===== config.mk =====
export PLATFORM = sky130hd
export DESIGN_NAME = i2c_ack_stretch
export DESIGN_NICKNAME = d
export VERILOG_FILES = /design/src/rtl/i2c_ase_pkg.sv /design/src/rtl/i2c_ase_sync.sv /design/src/rtl/i2c_ase_bitcnt.sv /design/src/rtl/i2c_ase_ackreg.sv /design/src/rtl/i2c_ack_stretch.sv
export SDC_FILE = /design/constraint.sdc
export NUM_CORES = 1
export LEC_CHECK = 0
export ABC_AREA = 0
export CORE_MARGIN = 8
export CORE_UTILIZATION = 30
export CTS_CLUSTER_DIAMETER = 120
export DETAILED_ROUTE_END_ITERATION = 10
export DONT_BUFFER_PORTS = 1
export PLACE_DENSITY = 0.51
export SLEW_MARGIN = 20
export SYNTH_ARGS = -nofsm -noshare
export SYNTH_HDL_FRONTEND = slang
export SYNTH_SLANG_ARGS = --single-unit

===== constraint.sdc =====
create_clock -name clk -period 1.2 [get_ports clk]
set_input_delay 0.18 -clock clk [delete_from_list [all_inputs] [get_ports clk]]
set_output_delay 0.18 -clock clk [all_outputs]
set_load 0.05 [all_outputs]

===== src/rtl/i2c_ase_pkg.sv =====
package i2c_ase_pkg;
    typedef enum logic [1:0] {
        ST_IDLE = 2'd0,
        ST_BYTE = 2'd1,
        ST_HOLD = 2'd2
    } ase_state_t;

    localparam int FRAME_BITS = 9;
endpackage


===== src/rtl/i2c_ase_sync.sv =====
module i2c_ase_sync #(
    parameter int   STAGES    = 2,
    parameter logic RESET_VAL = 1'b1
) (
    input  logic clk,
    input  logic rst_n,
    input  logic d,
    output logic q
);
    logic [STAGES-1:0] chain;

    genvar g;
    generate
        for (g = 0; g < STAGES; g++) begin : g_stage
            always_ff @(posedge clk or negedge rst_n) begin
                if (!rst_n) begin
                    chain[g] <= RESET_VAL;
                end else begin
                    chain[g] <= (g == 0) ? d : chain[(g == 0) ? 0 : g-1];
                end
            end
        end
    endgenerate

    assign q = chain[STAGES-1];
endmodule


===== src/rtl/i2c_ase_bitcnt.sv =====
module i2c_ase_bitcnt #(
    parameter int FRAME = 9,
    parameter int CW    = $clog2(FRAME + 1)
) (
    input  logic          clk,
    input  logic          rst_n,
    input  logic          clr,
    input  logic          run,
    input  logic          fall,
    output logic [CW-1:0] cnt
);
    localparam logic [CW-1:0] LAST = CW'(FRAME);

    always_ff @(posedge clk or negedge rst_n) begin
        if (!rst_n) begin
            cnt <= '0;
        end else if (clr) begin
            cnt <= '0;
        end else if (run && fall) begin
            cnt <= (cnt == LAST) ? CW'(1) : cnt + CW'(1);
        end
    end

    p_cnt_range_r3: assert property (@(posedge clk) disable iff (!rst_n)
        cnt <= LAST);
    p_clr_zero_r3: assert property (@(posedge clk) disable iff (!rst_n)
        clr |=> (cnt == '0));
    p_wrap_r3: assert property (@(posedge clk) disable iff (!rst_n)
        (!clr && run && fall && cnt == LAST) |=> (cnt == CW'(1)));
endmodule


===== src/rtl/i2c_ase_ackreg.sv =====
module i2c_ase_ackreg (
    input  logic clk,
    input  logic rst_n,
    input  logic abort_req,
    input  logic wr,
    input  logic wdata,
    output logic ack_q
);
    always_ff @(posedge clk or negedge rst_n) begin
        if (!rst_n) begin
            ack_q <= 1'b0;
        end else if (abort_req) begin
            ack_q <= 1'b1;
        end else if (wr) begin
            ack_q <= wdata;
        end
    end

    p_abort_nack_r9: assert property (@(posedge clk) disable iff (!rst_n)
        abort_req |=> ack_q);
    p_write_load_r10: assert property (@(posedge clk) disable iff (!rst_n)
        (!abort_req && wr) |=> (ack_q == $past(wdata)));
    p_hold_value_r10: assert property (@(posedge clk) disable iff (!rst_n)
        (!abort_req && !wr) |=> $stable(ack_q));
endmodule


===== src/rtl/i2c_ack_stretch.sv =====
module i2c_ack_stretch
    import i2c_ase_pkg::*;
#(
    parameter int SYNC_STAGES = 2,
    parameter int FRAME       = FRAME_BITS
) (
    input  logic clk,
    input  logic rst_n,
    input  logic scl_in,
    input  logic bus_start,
    input  logic bus_stop,
    input  logic ack_wr,
    input  logic ack_wdata,
    input  logic stretch_en,
    input  logic stretch_at8,
    input  logic abort_req,
    input  logic release_stb,
    output logic scl_pd,
    output logic sda_pd,
    output logic stretch_active,
    output logic ack_sel
);
    localparam int              CW      = $clog2(FRAME + 1);
    localparam logic [CW-1:0]   ACK_CNT = CW'(FRAME - 1);
    localparam logic [CW-1:0]   PRE_8   = CW'(FRAME - 2);
    localparam logic [CW-1:0]   PRE_9   = CW'(FRAME - 1);
    localparam logic [CW-1:0]   LAST    = CW'(FRAME);

    ase_state_t    state, state_nxt;
    logic          scl_s, scl_d, fall;
    logic [CW-1:0] cnt;
    logic          at_point;

    i2c_ase_sync #(.STAGES(SYNC_STAGES), .RESET_VAL(1'b1)) u_scl_sync (
        .clk   (clk),
        .rst_n (rst_n),
        .d     (scl_in),
        .q     (scl_s)
    );

    always_ff @(posedge clk or negedge rst_n) begin
        if (!rst_n) scl_d <= 1'b1;
        else        scl_d <= scl_s;
    end

    assign fall = scl_d & ~scl_s;

    i2c_ase_bitcnt #(.FRAME(FRAME), .CW(CW)) u_bitcnt (
        .clk   (clk),
        .rst_n (rst_n),
        .clr   (bus_start | bus_stop),
        .run   (state == ST_BYTE),
        .fall  (fall),
        .cnt   (cnt)
    );

    i2c_ase_ackreg u_ackreg (
        .clk       (clk),
        .rst_n     (rst_n),
        .abort_req (abort_req),
        .wr        (ack_wr),
        .wdata     (ack_wdata),
        .ack_q     (ack_sel)
    );

    assign at_point = fall && (cnt == (stretch_at8 ? PRE_8 : PRE_9));

    always_comb begin
        state_nxt = state;
        unique case (state)
            ST_IDLE: begin
                if (bus_start) state_nxt = ST_BYTE;
            end
            ST_BYTE: begin
                if (bus_start)                  state_nxt = ST_BYTE;
                else if (bus_stop)              state_nxt = ST_IDLE;
                else if (stretch_en && at_point) state_nxt = ST_HOLD;
            end
            ST_HOLD: begin
                if (bus_start)        state_nxt = ST_BYTE;
                else if (bus_stop)    state_nxt = ST_IDLE;
                else if (release_stb) state_nxt = ST_BYTE;
            end
            default: state_nxt = ST_IDLE;
        endcase
    end

    always_ff @(posedge clk or negedge rst_n) begin
        if (!rst_n) state <= ST_IDLE;
        else        state <= state_nxt;
    end

    always_comb begin
        scl_pd         = (state == ST_HOLD);
        stretch_active = (state == ST_HOLD);
        sda_pd         = (state != ST_IDLE) && (cnt == ACK_CNT) && !ack_sel;
    end

    p_hold_needs_en_r7: assert property (@(posedge clk) disable iff (!rst_n)
        $rose(scl_pd) |-> $past(stretch_en));
    p_hold_point_r6: assert property (@(posedge clk) disable iff (!rst_n)
        $rose(scl_pd) |-> (cnt == ($past(stretch_at8) ? ACK_CNT : LAST)));
    p_release_r8: assert property (@(posedge clk) disable iff (!rst_n)
        (scl_pd && release_stb && !bus_start && !bus_stop) |=> (!scl_pd && $stable(cnt)));
    p_nack_quiet_r5: assert property (@(posedge clk) disable iff (!rst_n)
        ack_sel |-> !sda_pd);
    p_stop_idle_r11: assert property (@(posedge clk) disable iff (!rst_n)
        (bus_stop && !bus_start) |=> (!scl_pd && !sda_pd));
    p_start_free_r3: assert property (@(posedge clk) disable iff (!rst_n)
        bus_start |=> !scl_pd);
endmodule


==> results_tabular.tex <==
\begin{tabular}{lr}
\hline
Metric & Value \\
\hline
\multicolumn{2}{l}{\textbf{Route}} \\
\quad Starting DRT DRC Count & 4 \\
\quad Average detailed-routed wire length per instance & 14.59 um \\
\quad Antenna Violating Nets Remaining & 0 \\
\quad Post-detailed-route via-to-cell ratio & 5.047 \\
\quad Detailed-route wire length & 1240 um \\
\quad TritonRoute pass-1 iters & 3 \\
\quad DRC & 0 \\
\quad Overall via count from detail\_route & 429 \\
\multicolumn{2}{l}{\textbf{Final layout}} \\
\quad Highest-count cells in the layout ignoring fill and taps & 10 x sky130\_fd\_sc\_hd\_\_buf\_4, 7 x sky130\_fd\_sc\_hd\_\_dfrtp\_1, 5 x sky130\_fd\_sc\_hd\_\_nand2\_1, 4 x sky130\_fd\_sc\_hd\_\_dlygate4sd3\_1 \\
\quad Layout cell share with drive strength beyond 1 & 42.65\% \\
\quad Area overhead of the layout relative to synthesis & 47.28\% \\
\quad Inserted Diodes & 0 \\
\quad Final cell count without fillers & 85 \\
\quad Most common library cell in the layout ignoring fill and taps & sky130\_fd\_sc\_hd\_\_buf\_4 \\
\quad Utilization after layout & 45.08\% \\
\quad Net count reported at finish & 80 \\
\multicolumn{2}{l}{\textbf{Critical path}} \\
\quad Critical-path cell with the highest stage delay & sky130\_fd\_sc\_hd\_\_dfrtp\_1 \\
\quad Worst R2R Setup Slack & -0.17 ns \\
\quad Number of buffer and inverter stages on the critical path & 1 \\
\quad Class of the most critical setup path & reg2out \\
\quad Capture point of the worst reg-to-reg path & u\_bitcnt.cnt[1]\$\_DFFE\_PN0P\_ \\
\quad Startpoint type of the worst setup path & flip-flop \\
\quad Type of destination of the critical path & output pin \\
\quad Worst R2R Path Depth & 4 \\
\quad Top Family by Delay on Critical Path & simple AND/OR/NAND/NOR gates \\
\quad Worst reg2reg path startpoint & scl\_d\$\_DFF\_PN1\_ \\
\quad Data required time at the worst endpoint & 1.02 ns \\
\quad Largest driver fanout on the critical path & 2 \\
\quad Arrival time at the worst endpoint & 1.32 ns \\
\quad Cell-by-cell trace of the critical path & and2b\_2 > nand2\_4 > nor4\_4 > buf\_12 \\
\quad Largest stage delay, worst path & 0.38 ns \\
\multicolumn{2}{l}{\textbf{Floorplanning}} \\
\quad Count of standard-cell rows & 15 \\
\quad Chip Height & 57.05 um \\
\quad Core Region & 1652 um\^{}2 \\
\quad Die width & 57.05 um \\
\quad Die Outline Area & 3255 um\^{}2 \\
\quad Total I/O pin count & 15 \\
\quad Initial core utilization & 30.61\% \\
\multicolumn{2}{l}{\textbf{Run}} \\
\quad Count of max-cap constraint violations & 0 \\
\multicolumn{2}{l}{\textbf{Yosys}} \\
\quad Fraction of post-synthesis cell area in the top cell type by area & 34.65\% \\
\quad Most area-hungry cell type in the Yosys netlist & sky130\_fd\_sc\_hd\_\_dfrtp\_1 \\
\quad Synthesized instance count & 49 \\
\quad Mean cell area of the mapped netlist & 10.32 um\^{}2 \\
\quad Mapped Nets & 60 \\
\quad Most used DFF post-synth & sky130\_fd\_sc\_hd\_\_dfrtp\_1 \\
\quad \#FFs+latches synth & 10 \\
\quad Sequential element share of the synthesized area & 50.25\% \\
\quad Number of flops mapped to enable cells by yosys & 0 \\
\quad Fraction of registers with async set or reset after synthesis & 100.0\% \\
\quad Yosys Warn Count & 0 \\
\quad Post-synth cell types & 28 \\
\quad Leading cell types by total area after synthesis & sky130\_fd\_sc\_hd\_\_dfrtp\_1 35\%, sky130\_fd\_sc\_hd\_\_dfstp\_2 16\%, sky130\_fd\_sc\_hd\_\_nand2\_1 4.5\% \\
\quad Synthesized area & 505.5 um\^{}2 \\
\multicolumn{2}{l}{\textbf{Timing}} \\
\quad Period utilisation layout & 124.7\% \\
\quad Endpoints failing setup & 8 \\
\quad Final Worst Setup Slack & -0.2966 ns \\
\quad Final hold viol count & 0 \\
\quad Setup repair after global routing missed its margin & true \\
\quad Crit path time final & 1.497 ns \\
\quad Worst Skew & 0.005421 ns \\
\quad Fin. max-slew vios & 0 \\
\quad Transition time at the pin with the least slew margin & 0.4759 ns \\
\quad Max-slew headroom & 68.17\% \\
\quad Highest Clock Rate & 668.2 MHz \\
\quad Hold slack final & 0.02615 ns \\
\quad Setup TNS & -1.300 ns \\
\multicolumn{2}{l}{\textbf{Placed design}} \\
\quad HPWL Detailed & 905.2 um \\
\quad GPL Wtd Cong & 0.7895 \\
\quad \# port buffers & 0 \\
\quad Dpl cells & 73 \\
\multicolumn{2}{l}{\textbf{Power}} \\
\quad IR Drop Worst-Case VDD & 0.6079 mV \\
\quad Areal power density over the cells & 993.4 nW/um\^{}2 \\
\quad Leakage Power & 0.3132 nW \\
\quad Total power draw & 0.0007396 W \\
\multicolumn{2}{l}{\textbf{Min path}} \\
\quad Hold Path Class & in2reg \\
\quad WHS Path Cells & 1 \\
\quad Hold Crit Start & abort\_req \\
\quad End point of the most critical hold path & u\_ackreg.ack\_q\$\_DFFE\_PN0P\_ \\
\multicolumn{2}{l}{\textbf{Global route}} \\
\quad Number of antenna violations at the first check in global routing & 0 \\
\quad Vias in the first global route & 489 \\
\quad Overall global routing resource usage & 8.138\% \\
\quad First-pass GRT wire length & 2049 um \\
\quad Maximum number of pins on one net before global-route repair & 11 \\
\quad GRT overflow & 0 \\
\multicolumn{2}{l}{\textbf{Clock network}} \\
\quad Worst-skew pair later-pin latency & 0.26 ns \\
\quad Number of buffers on the longest clock path & 2 \\
\quad TritonCTS clock tree & yes \\
\quad Number of levels in the clock H-tree & 1 \\
\quad Num CTS Buffers & 3 \\
\quad Clock slew at reported path FFs & 0.06 ns \\
\quad Cell at the root of the clock tree & sky130\_fd\_sc\_hd\_\_clkbuf\_4 \\
\quad Clock sinks & 10 \\
\multicolumn{2}{l}{\textbf{Run status}} \\
\quad Run status & finished with violations \\
\quad Violations in the final reports & setup timing \\
\hline
\end{tabular}
logic make-up (layout without fill, tap and decap cells):
group	after synthesis	count (layout)	share of synthesized area [%]
and+or+nand+nor	22	22	26.73
AOI/OAI and AO/OA	12	12	16.09
DFF	10	10	50.25
buffers and inverters	4	23	5.199
xor gates and xnor gates	1	1	1.733
sequential cells by signal, summed over array words and instances (netlist names):
| name | flops |
|---|---|
| state | 2 |
| u_scl_sync.q | 1 |
| u_bitcnt.cnt | 4 |
| u_ackreg.ack_q | 1 |
| scl_d | 1 |
| u_scl_sync.chain | 1 |
per-layer routing:
metal | vias to the layer above | share of wire [%] | track usage [%]
li1 | 215 | - | -
met1 | 201 | 42 | 7.891
met4 | 0 | 2.9 | 6.040
met2 | 11 | 50 | 13.80
met3 | 2 | 5.7 | 2.882
met5 | - | 0 | 0
per-stage QoR:
step	cell area (um^2)	worst slack [ns]
finish	744.5	-0.2966
global route	744.5	-0.3659
CTS	732.0	-0.3144
detailed placement	604.3	-0.1958
global placement	604.3	-0.1944
floorplan	521.8	-0.3031
report_power, final:
part / total, W / switching (W) / internal [W]
registers: 0.000362 / 0.0000103 / 0.000352
clock network: 0.000296 / 0.000112 / 0.000184
logic: 0.0000811 / 0.0000385 / 0.0000426
total: 0.000740 / 0.000161 / 0.000578
worst register-to-register path, stage by stage (launching register included):
cell and delay [ns]:
sky130_fd_sc_hd__dfstp_2 0.53, sky130_fd_sc_hd__and4bb_4 0.27, sky130_fd_sc_hd__nand2_2 0.06, sky130_fd_sc_hd__or3_1 0.31, sky130_fd_sc_hd__a21boi_1 0.13
cell type report:
cell class                 instances  area, um^2
fill                             160       907.1
timing repair buffer              17       157.7
multi-input combinational         35       267.8
clock buffer                       4       36.28
inverter                           2       7.507
sequential                        10       254.0
tap                               17       21.27
worst max-delay path by stage:
stage,from,end,slack (ns),depth (start not counted)
floorplan,u_bitcnt.cnt[2]$_DFFE_PN0P_,sda_pd,-0.30,3
global placement,u_bitcnt.cnt[2]$_DFFE_PN0P_,state[0]$_DFFE_PN0P_,-0.19,4
detailed placement,scl_d$_DFF_PN1_,u_bitcnt.cnt[1]$_DFFE_PN0P_,-0.20,4
CTS,u_bitcnt.cnt[2]$_DFFE_PN0P_,sda_pd,-0.31,4
global route,u_bitcnt.cnt[2]$_DFFE_PN0P_,sda_pd,-0.37,4
finish,u_bitcnt.cnt[2]$_DFFE_PN0P_,sda_pd,-0.30,4
Yosys cell counts (2+ instances only):
library cell	count
sky130_fd_sc_hd__a21oi_1	2
sky130_fd_sc_hd__a31oi_1	2
sky130_fd_sc_hd__and2b_2	2
sky130_fd_sc_hd__dfrtp_1	7
sky130_fd_sc_hd__dfstp_2	3
sky130_fd_sc_hd__inv_1	2
sky130_fd_sc_hd__nand2_1	6
sky130_fd_sc_hd__nor2_1	3
sky130_fd_sc_hd__nor2b_1	2
sky130_fd_sc_hd__o21ai_0	2
repair_timing:
action / in CTS / in global routing
hold buffers: 4 / 0
buffers inserted: 3 / 2
gates cloned: 0 / 0
endpoints found under the setup margin: 8 / 8
pin swaps: 5 / 3
hold endpoints to repair: 12 / 0
resized for setup: 6 / 2
(Power assumes the default switching activity.)
